===== src/rtl/br_pkg.sv =====
package br_pkg;
  typedef enum logic [1:0] {
    BK_ALWAYS    = 2'b00,
    BK_DIRECT    = 2'b01,
    BK_VIA_LINK  = 2'b10,
    BK_VIA_COUNT = 2'b11
  } br_kind_e;

  localparam int OPT_W       = 5;
  // bit positions inside the options field
  localparam int OPT_NO_COND = 0;
  localparam int OPT_CVAL    = 1;
  localparam int OPT_NO_DEC  = 2;
  localparam int OPT_ON_ZERO = 3;
endpackage


===== src/rtl/br_cond_eval.sv =====
module br_cond_eval
  import br_pkg::*;
#(
  parameter int XLEN  = 32,
  parameter int CR_W  = 32,
  localparam int SEL_W = $clog2(CR_W)
) (
  input  br_kind_e            kind,
  input  logic [3:0]          opt_lo,
  input  logic [SEL_W-1:0]    sel,
  input  logic [CR_W-1:0]     cond_reg,
  input  logic [XLEN-1:0]     count_reg,
  output logic                take,
  output logic                dec_en,
  output logic [XLEN-1:0]     count_next,
  output logic                illegal
);
  logic cbit;
  logic cond_ok;
  logic cnt_zero;
  logic cnt_ok;
  logic wants_dec;

  always_comb begin
    cbit       = cond_reg[sel];
    cond_ok    = opt_lo[OPT_NO_COND] | (cbit == opt_lo[OPT_CVAL]);
    wants_dec  = (kind != BK_ALWAYS) && !opt_lo[OPT_NO_DEC];
    illegal    = wants_dec && (kind == BK_VIA_COUNT);
    dec_en     = wants_dec && !illegal;
    count_next = count_reg - XLEN'(1);
    cnt_zero   = (count_next == '0);
    cnt_ok     = opt_lo[OPT_NO_DEC] | illegal |
                 (opt_lo[OPT_ON_ZERO] ? cnt_zero : !cnt_zero);
    take       = (kind == BK_ALWAYS) | (cnt_ok & cond_ok);
  end
endmodule


===== src/rtl/br_target_gen.sv =====
module br_target_gen
  import br_pkg::*;
#(
  parameter int XLEN       = 32,
  parameter int INSN_BYTES = 4,
  parameter int ALIGN_BITS = 2
) (
  input  br_kind_e         kind,
  input  logic             abs_mode,
  input  logic [XLEN-1:0]  pc,
  input  logic [XLEN-1:0]  disp,
  input  logic [XLEN-1:0]  link_reg,
  input  logic [XLEN-1:0]  count_reg,
  output logic [XLEN-1:0]  target,
  output logic [XLEN-1:0]  seq_pc
);
  localparam logic [XLEN-1:0] ALIGN_MASK =
    {{(XLEN-ALIGN_BITS){1'b1}}, {ALIGN_BITS{1'b0}}};

  logic [XLEN-1:0] direct_tgt;

  always_comb begin
    seq_pc     = pc + XLEN'(INSN_BYTES);
    direct_tgt = abs_mode ? disp : (pc + disp);
    unique case (kind)
      BK_VIA_LINK:  target = link_reg & ALIGN_MASK;
      BK_VIA_COUNT: target = count_reg & ALIGN_MASK;
      default:      target = direct_tgt;
    endcase
  end
endmodule


===== src/rtl/branch_resolver.sv =====
module branch_resolver
  import br_pkg::*;
#(
  parameter int XLEN       = 32,
  parameter int CR_W       = 32,
  parameter int INSN_BYTES = 4,
  parameter int ALIGN_BITS = 2,
  localparam int SEL_W     = $clog2(CR_W)
) (
  input  logic              clk,
  input  logic              rst,
  input  logic              req_valid,
  input  logic [1:0]        req_kind,
  input  logic [OPT_W-1:0]  opt,
  input  logic [SEL_W-1:0]  cbit_sel,
  input  logic [XLEN-1:0]   pc,
  input  logic [XLEN-1:0]   disp,
  input  logic              abs_mode,
  input  logic              link_mode,
  input  logic [CR_W-1:0]   cond_reg,
  input  logic [XLEN-1:0]   link_reg,
  input  logic [XLEN-1:0]   count_reg,
  output logic              res_valid,
  output logic              res_taken,
  output logic [XLEN-1:0]   res_next_pc,
  output logic              res_illegal,
  output logic              cnt_we,
  output logic [XLEN-1:0]   cnt_wdata,
  output logic              lnk_we,
  output logic [XLEN-1:0]   lnk_wdata
);
  br_kind_e        kind;
  logic            take;
  logic            dec_en;
  logic            illegal;
  logic [XLEN-1:0] count_next;
  logic [XLEN-1:0] target;
  logic [XLEN-1:0] seq_pc;
  logic            unused_opt_hi;

  assign kind          = br_kind_e'(req_kind);
  assign unused_opt_hi = opt[OPT_W-1];

  br_cond_eval #(.XLEN(XLEN), .CR_W(CR_W)) u_cond (
    .kind       (kind),
    .opt_lo     (opt[3:0]),
    .sel        (cbit_sel),
    .cond_reg   (cond_reg),
    .count_reg  (count_reg),
    .take       (take),
    .dec_en     (dec_en),
    .count_next (count_next),
    .illegal    (illegal)
  );

  br_target_gen #(.XLEN(XLEN), .INSN_BYTES(INSN_BYTES), .ALIGN_BITS(ALIGN_BITS)) u_tgt (
    .kind      (kind),
    .abs_mode  (abs_mode),
    .pc        (pc),
    .disp      (disp),
    .link_reg  (link_reg),
    .count_reg (count_reg),
    .target    (target),
    .seq_pc    (seq_pc)
  );

  always_ff @(posedge clk) begin
    if (rst) begin
      res_valid   <= 1'b0;
      res_taken   <= 1'b0;
      res_next_pc <= '0;
      res_illegal <= 1'b0;
      cnt_we      <= 1'b0;
      cnt_wdata   <= '0;
      lnk_we      <= 1'b0;
      lnk_wdata   <= '0;
    end else begin
      res_valid   <= req_valid;
      res_taken   <= req_valid & take;
      res_next_pc <= take ? target : seq_pc;
      res_illegal <= req_valid & illegal;
      cnt_we      <= req_valid & dec_en;
      cnt_wdata   <= count_next;
      lnk_we      <= req_valid & link_mode;
      lnk_wdata   <= seq_pc;
    end
  end
endmodule


===== config.mk =====
export PLATFORM = sky130hd
export DESIGN_NAME = branch_resolver
export DESIGN_NICKNAME = d
export VERILOG_FILES = /design/src/rtl/br_pkg.sv /design/src/rtl/br_cond_eval.sv /design/src/rtl/br_target_gen.sv /design/src/rtl/branch_resolver.sv
export SDC_FILE = /design/constraint.sdc
export NUM_CORES = 1
export LEC_CHECK = 0
export CAP_MARGIN = 20
export CORE_AREA = 2 2 108 110
export DETAILED_ROUTE_END_ITERATION = 7
export DIE_AREA = 0 0 110 112
export DONT_BUFFER_PORTS = 1
export HOLD_SLACK_MARGIN = 0.02
export PLACE_DENSITY = 0.91
export SYNTH_ARGS = -nofsm -noshare
export SYNTH_HDL_FRONTEND = slang
export SYNTH_HIERARCHICAL = 1
export SYNTH_SLANG_ARGS = --single-unit

===== constraint.sdc =====
create_clock -name clk -period 8.15 [get_ports clk]
set_input_delay 0.815 -clock clk [delete_from_list [all_inputs] [get_ports clk]]
set_output_delay 0.815 -clock clk [all_outputs]
set_load 0.005 [all_outputs]

### Word-level counts from Yosys, hierarchy flattened

Index checks and enable logic that the tools add are counted.
Widths: inputs -> output; s select.

| operators by class | value |
|---|---|
| reduce and logical (&&, ||, !) cells | 9 |
| equal/unequal tests | 3 |
| order comparisons | 1 |
| multiplexer cells | 6 |
| add/subtract/negate cells | 3 |
| bitwise gates (word level) | 9 |

Operators with widths:

| operator | count |
|---|---|
| $mux 32 | 2 |
| $pmux 32 s2 | 1 |
| $add 32x3->32 const B | 1 |
| $add 32x32->32 | 1 |
| $logic_not 32->1 | 1 |
| $sub 32x1->32 const B | 1 |
| $lt 5x6->1 const B | 1 |
| $and 1x1->1 | 5 |
| $bmux 1 s5 | 1 |
| $eq 2x2->1 const B | 2 |
| $or 1x1->1 | 4 |
| $logic_and 1x1->1 | 3 |
| $logic_not 1->1 | 3 |
| $logic_not 2->1 | 1 |
| $mux 1 | 2 |
| $reduce_bool 2->1 | 1 |
| $eq 1x1->1 | 1 |

| word-level totals | value |
|---|---|
| flip-flop bits (word level) | 101 |
| output and inout port bits | 101 |
| word-level logic and storage cells | 39 |

### Depth between registers and ports, before layout

Gate-level depths: netlist of the first run.

| logic depth | value |
|---|---|
| word-level depth | 8 |
| gate-level depth with buffers | 15 |

### Modules after synthesis

Netlist of the first run, hierarchy kept.

By module, submodules not included:

| module | instances | cells an instance | area each (µm²) |
|---|---|---|---|
| br_target_gen | 1 | 432 | 3010.4 |
| branch_resolver | 1 | 248 | 2990.4 |
| br_cond_eval | 1 | 155 | 1152.4 |

### Worst setup path before layout of the first run

OpenSTA, ideal clock, no wires.

| timing | value |
|---|---|
| path kind | input to register |
| start point | input port count_reg[1] |
| end point | register res_next_pc[10] |
| required time | 8.033 ns |
| slack | 4.419 ns |
| stages | 15 |
| path buffers | 3 |
| arrival time | 3.614 ns |
| setup time | 0.117 ns |
| cell sequence | inv_1 ha_1 clkbuf_1 or4b_1 or3b_2 xnor2_1 nor2_1 nor4bb_1 nand4_1 xnor2_1 a21oi_1 buf_4 buf_6 mux2i_1 nor2_1 |

| on the way | value |
|---|---|
| longest elaborated chain between the ends | 8 |

Ends and longest elaborated chain:

| what | RTL line | source |
|---|---|---|
| start, declared | branch_resolver.sv:22 | `input logic [XLEN-1:0] count_reg,` |
| $sub 32x1->32 * | br_cond_eval.sv:30 | `count_next = count_reg - XLEN'(1);` |
| via count_next[10] | branch_resolver.sv:36 | `logic [XLEN-1:0] count_next;` |
| $logic_not 32->1 * | br_cond_eval.sv:31 | `cnt_zero = (count_next == '0);` |
| $logic_not 1->1 | br_cond_eval.sv:33 | `(opt_lo[OPT_ON_ZERO] ? cnt_zero : !cnt_zero);` |
| $mux 1 * | br_cond_eval.sv:33 |  |
| $or 1x1->1 * | br_cond_eval.sv:32 | `cnt_ok = opt_lo[OPT_NO_DEC] \| illegal \|` |
| $and 1x1->1 * | br_cond_eval.sv:34 | `take = (kind == BK_ALWAYS) \| (cnt_ok & cond_ok);` |
| $or 1x1->1 * | br_cond_eval.sv:34 |  |
| via take | branch_resolver.sv:33 | `logic take;` |
| $mux 32 * | branch_resolver.sv:80 | `res_next_pc <= take ? target : seq_pc;` |
| end signal, assigned | branch_resolver.sv:80 |  |
| end, declared | branch_resolver.sv:25 | `output logic [XLEN-1:0] res_next_pc,` |

The timed path passes the listed nets; every way through them passes the cells marked *.
A chain may end at the register's enable or synchronous reset.

### Worst setup path after layout of the first run

| timing | value |
|---|---|
| start point | input port count_reg[1] |
| end point | register res_next_pc[1] |

Same word-level chain as after synthesis.

==> reports/qor.csv, run 1 <==
stage,metric,value,unit
global_routing,grt_pass1_vias,5759,
power_and_ir_drop,p_per_area,167,mW/mm^2
layout,final_net_count,1015,
flow_run,maxCapViolations,0,
clocking,clk_transition_reported_paths,0.07,ns
logic_synthesis,ys_dominant_reg_cell,dfxtp_1,
logic_synthesis,syn_avg_cell_area,8.57,sq um
logic_synthesis,async_reset_ff_share,0,%
setup_path,cp-start-kind,primary input,
setup_path,cp_cell_sequence,"inv_1, ha_1, or4b_1, or3b_2, xnor2_1, nor2_1, nor4bb_1, nand4_1, xnor2_1, a21oi_4, buf_4, mux2i_1, nor2_1",
die,dieArea,0.0123,sq mm
logic_synthesis,synth_top_family_by_area,simple AND/OR/NAND/NOR gates,
drt,drtPass1Iterations,8,
setup_path,end_kind,register,
worst_hold_path,min_delay_path_depth,1,
drt,vias,6126,
die,die_x,110,um
drt,drt-initial-drc-count,715,
drt,drc_errors,1,
clocking,cts_repair_resize_count,0,
timing,fmax,217,MHz
drt,wl_per_cell,21.1,um
logic_synthesis,syn-cell-area,0.00715,sq mm
clocking,cts_htree_levels,3,
timing,min_period,4.61,ns
logic_synthesis,synthMuxAreaShare,12.4,%
global_routing,track_usage,31.9,%
logic_synthesis,yosysSeqAreaShare,28.3,%
timing,hold_violations,0,
layout,syn2layout_area_growth,3.50,%
drt,totalWireLength,20.0,mm
placement,gp_congestion,0.922,
logic_synthesis,synthAdderAreaFrac,6.23,%
setup_path,critical_path_class,in2reg,
setup_path,path_max_fanout,18,
timing,fin_setup_tns,0,ns
die,pin_count,278,
timing,setup_violations,0,
global_routing,grt_max_degree,98,
logic_synthesis,synth_compound_area_share,15.6,%
logic_synthesis,synth.distinct_cells,73,
timing,relSlewSlack,55.3,%
layout,drive_gt1_share,6.19,%
die,die_h,112,um
global_routing,antenna_found_initial,0,
die,core_area,0.0112,sq mm
layout,final_common_cell,dfxtp_1,
status,violations,design-rule violations,
logic_synthesis,synthXorXnorAreaFrac,10.0,%
power_and_ir_drop,peakVddDrop,0.174,mV
timing,hold_ws,0.544,ns
timing,period_share,56.5,%
clocking,numCtsBuffers,9,
setup_path,cpLargestDelayFamily,simple AND/OR/NAND/NOR gates,
logic_synthesis,synth-seq-cells,101,
logic_synthesis,yosys.area_share.simple,23.6,%
clocking,hold_buffers,0,
die,start_util,64.0,%
clocking,cts-root-buf,clkbuf_16,
setup_path,cp_num_buf_inv,2,
placement,portBuffers,0,
placement,dpl.hpwl,16.0,mm
logic_synthesis,synthTopCellsByArea,"dfxtp_1 28%, mux2i_1 9.0%, nor2b_1 6.1%",
die,rows,39,
drt,ant_nets,0,
logic_synthesis,syn_inst,835,
worst_hold_path,hp-class,in2reg,
clocking,cts_buffer_depth,2,
logic_synthesis,synth_edf_count,0,
global_routing,grt_pass1_wl,30.3,mm
setup_path,cp_slowest_cell,or4b_1,
timing,maxSlewViolCount,0,
power_and_ir_drop,leakage,3.02,nW
logic_synthesis,synth_top_cell_area_share,28.3,%
setup_path,cp.required,8.38,ns
setup_path,crit_arrival,4.84,ns
drt,viasPerCell,6.44,
layout,layout_common_cells,"101 x dfxtp_1, 95 x nor2_1, 70 x nor2b_1",
logic_synthesis,ys_warn_count,6,
global_routing,grt_overflow,0,
timing,worst-slew-pin-transition,0.669,ns
status,status,finished with violations,
timing,rsz0062_at_grt,false,
logic_synthesis,synth_fp_nets,1047,
clocking,cts_tree,yes,
logic_synthesis,synth_area_leader_cell,dfxtp_1,
clocking,cts.sinks,101,
setup_path,path_depth,13,
setup_path,crit_path_max_incr_delay,0.59,ns
clocking,post_cts_buffers,0,
layout,n_antenna_cell,0,
==> final cells by class <==
cell class                      instances  area, sq um
Clock inverter                          5         36.3
Clock buffer                           11          233
Sequential cell                       101         2020
Tap cell                              143          179
Multi-Input combinational cell        674         4860
Inverter                               15         56.3
Timing Repair Buffer                    2         15.0
Fill cell                             879         3770
==> cells in the mapped netlist, drive strengths merged, types with 3 or more instances <==
master   instances
a2111oi          3
a211o            3
a211oi          21
a21boi           5
a21o            14
a21oi           48
a221oi           4
a22oi            3
a311oi           3
a31oi            4
and2             7
and3             7
buf             23
clkbuf          22
dfxtp          101
ha              34
inv             15
mux2i           64
mux4            10
nand2           48
nand2b           3
nand3           24
nand4           15
nor2            95
nor2b           70
nor3            14
nor3b            5
nor4            13
nor4b            3
o211ai           4
o21a             3
o21ai           25
o21bai           4
o22ai            3
o31ai            4
or3              6
xnor2           49
xor2            33
==> routing by layer <==
metal	GRT usage, %	vias to the layer above	share of wire, %
met5	0	-	0
met4	14.3	0	3.9
met3	8.37	64	9.9
met2	49.4	362	46
met1	41.4	2776	40
li1	-	2924	-
==> power breakdown <==
| part | internal [W] | leakage [nW] | switching, W | total, W |
|---|---|---|---|---|
| Sequential | 0.000532 | 0.841 | 0.0000248 | 0.000557 |
| Clock | 0.000208 | 0.122 | 0.000179 | 0.000386 |
| Combinational | 0.000137 | 2.06 | 0.000153 | 0.000290 |
| Total | 0.000877 | 3.02 | 0.000357 | 0.00123 |
==> logic make-up (layout without fill, tap and decap cells) <==
family	after synthesis	after routing
adders and majority gates	35	35
and+or+nand+nor	323	323
DFF	101	101
buffers and inverters	60	33
muxes	76	76
xor gates and xnor gates	82	82
AOI/OAI and AO/OA	158	158
==> worst paths after layout <==
| kind | from | endpoint | slack [ns] |
|---|---|---|---|
| min | rst | cnt_wdata[25] | 0.54 |
| max | count_reg[1] | res_next_pc[1] | 3.54 |
==> stage by stage <==
step	worst slack, ns	instance area [sq um]	utilization, %	power, W	std cells
global route	3.44	7400	66.3	0.00129	951
detailed placement	3.38	7130	63.8	0.000852	935
finish	3.54	7400	66.3	0.00123	951
CTS	3.68	7400	66.3	0.00123	951
global placement	3.40	7130	63.8	0.000841	935
floorplan	4.42	7150	-	0.000815	835
==> registers in the layout, summed over array words and instances, names as in the netlist <==
| name | cells |
|---|---|
| res_next_pc | 32 |
| res_valid | 1 |
| res_illegal | 1 |
| lnk_we | 1 |
| res_taken | 1 |
| cnt_we | 1 |
| lnk_wdata | 32 |
| cnt_wdata | 32 |
No activity file was read; power rests on OpenSTA's default activity.
==> inputs of run 2 (changes only) <==
CORE_AREA = 2 2 114 116   (was 2 2 108 110)
DIE_AREA = 0 0 116 118   (was 0 0 110 112)
PLACE_DENSITY = 0.87   (was 0.91)
clock period = 4.23 ns   (was 8.15 ns; I/O delays follow)
==> run 2 against run 1 <==
  * The flow now finishes without violations
  * Utilization fell by 5.9 points
  * Combinational power up 93%
  * Non-clock buffer count increased by 4
  * Sequential share of layout area is 0.33 points lower
  * Flip-flop and latch count stayed put
  * Critical path depth fell by 2
  * Clock power up 120%
  * Worst hold slack got worse by 0.40 ns
  * Critical path type unchanged
  * Highest routed layer unchanged
==> reports/qor.csv, run 2 (synthesis gave the netlist of run 1 again) <==
stage,metric,value,unit
drt,wl_per_cell,21.6,um
global_routing,track_usage,29.6,%
clocking,numCtsBuffers,9,
layout,largestRegisters,"cnt_wdata: 32 flops, lnk_wdata: 32 flops, res_next_pc: 32 flops",
timing,min_period,3.43,ns
layout,syn2layout_area_growth,4.76,%
drt,drc_errors,0,
drt,viasPerCell,6.38,
die,die_h,118,um
layout,final_net_count,1019,
die,die_x,116,um
setup_path,cp_num_buf_inv,1,
layout,final_common_cell,dfxtp_1,
power_and_ir_drop,leakage,3.06,nW
layout,n_antenna_cell,0,
clocking,cts-root-buf,clkbuf_16,
timing,rsz0062_at_grt,false,
timing,maxSlewViolCount,0,
setup_path,path_max_fanout,19,
timing,fmax,291,MHz
worst_hold_path,hp-class,in2reg,
clocking,cts_htree_levels,3,
layout,regArea,0.00202,sq mm
drt,vias,6272,
timing,period_share,81.1,%
clocking,hold_buffers,0,
global_routing,antenna_found_initial,0,
setup_path,crit_arrival,3.67,ns
clocking,post_cts_buffers,0,
setup_path,cp.required,4.47,ns
die,dieArea,0.0137,sq mm
layout,fillCellCount,1093,
die,core_area,0.0124,sq mm
drt,ant_nets,0,
setup_path,cp_slowest_cell,or4_4,
timing,setup_violations,0,
setup_path,end_kind,register,
power_and_ir_drop,p_per_area,329,mW/mm^2
global_routing,grt_pass1_wl,31.2,mm
clocking,cts_tree,yes,
timing,hold_violations,0,
placement,dpl.hpwl,16.6,mm
die,rows,41,
layout,drive_gt1_share,6.54,%
setup_path,cp_cell_sequence,"or4_4, or3_1, nor4_1, xor2_1, nor4bb_1, nand4_1, xnor2_1, a21oi_4, buf_4, mux2i_1, nor2_1",
timing,relSlewSlack,58.9,%
clocking,clk_transition_reported_paths,0.07,ns
placement,portBuffers,0,
layout,multi_input_area,0.00486,sq mm
global_routing,grt_pass1_vias,5730,
die,pin_count,278,
power_and_ir_drop,peakVddDrop,0.212,mV
status,status,finished clean,
global_routing,grt_max_degree,98,
timing,worst-slew-pin-transition,0.612,ns
placement,gp_congestion,0.972,
flow_run,maxCapViolations,0,
layout,layout_common_cells,"101 x dfxtp_1, 95 x nor2_1, 70 x nor2b_1",
timing,fin_setup_tns,0,ns
drt,drtPass1Iterations,5,
clocking,cts_repair_resize_count,0,
clocking,cts_buffer_depth,2,
global_routing,grt_overflow,0,
layout,fin_util,60.4,%
drt,totalWireLength,21.2,mm
setup_path,cpLargestDelayFamily,simple AND/OR/NAND/NOR gates,
setup_path,critical_path_class,in2reg,
drt,drt-initial-drc-count,677,
setup_path,crit_path_max_incr_delay,0.56,ns
die,start_util,57.6,%
setup_path,cp-start-kind,primary input,
clocking,cts.sinks,101,
-- run 2: changes by cell type in the layout (fill, tap and decap cells not counted), sizes merged --
| cell | before | now |
|---|---|---|
| buf | 2 | 6 |
| bufinv | 0 | 1 |
| clkbuf | 11 | 12 |
| clkinvlp | 3 | 1 |
| inv | 16 | 15 |
-- run 2: report_power, final --
part	leakage, nW	internal [W]	switching [W]
combinational	2.08	0.000266	0.000293
sequential	0.841	0.00102	0.0000446
clock	0.139	0.000474	0.000363
total	3.06	0.00176	0.000701
-- run 2: per-layer routing --
metal / vias to the layer above / wire length [um] / global-route usage [%]
met5: - / 0 / 0
met4: 0 / 700 / 13.3
met3: 52 / 2010 / 6.80
met2: 376 / 9540 / 44.1
met1: 2921 / 8970 / 40.6
li1: 2923 / - / -
-- run 2: worst paths after layout --
kind,depth (start not counted),start,to
min,1,rst,lnk_wdata[27]
max,11,count_reg[16],res_next_pc[2]
-- run 2: area by class of cell --
| cell class | count | area share, % |
|---|---|---|
| multi-input combinational | 674 | 64.9 |
| timing repair buffer | 6 | 0.601 |
| sequential | 101 | 27.0 |
| tap | 172 | 2.87 |
| inverter | 15 | 0.751 |
| clock buffer | 12 | 3.29 |
| clock inverter | 3 | 0.618 |
-- run 2: metrics by stage --
step           instances  hold WS, ns  area (sq um)  worst slack [ns]  power (W)
2_1_floorplan        835        0.524          7150             0.891    0.00157
3_3_place_gp         968        0.505          7200             0.606    0.00162
3_5_place_dp         968        0.506          7200             0.546    0.00164
4_1_cts              983        0.137          7490             0.899    0.00246
5_1_grt              983        0.134          7490             0.658    0.00256
6_report             983        0.146          7490             0.798    0.00246
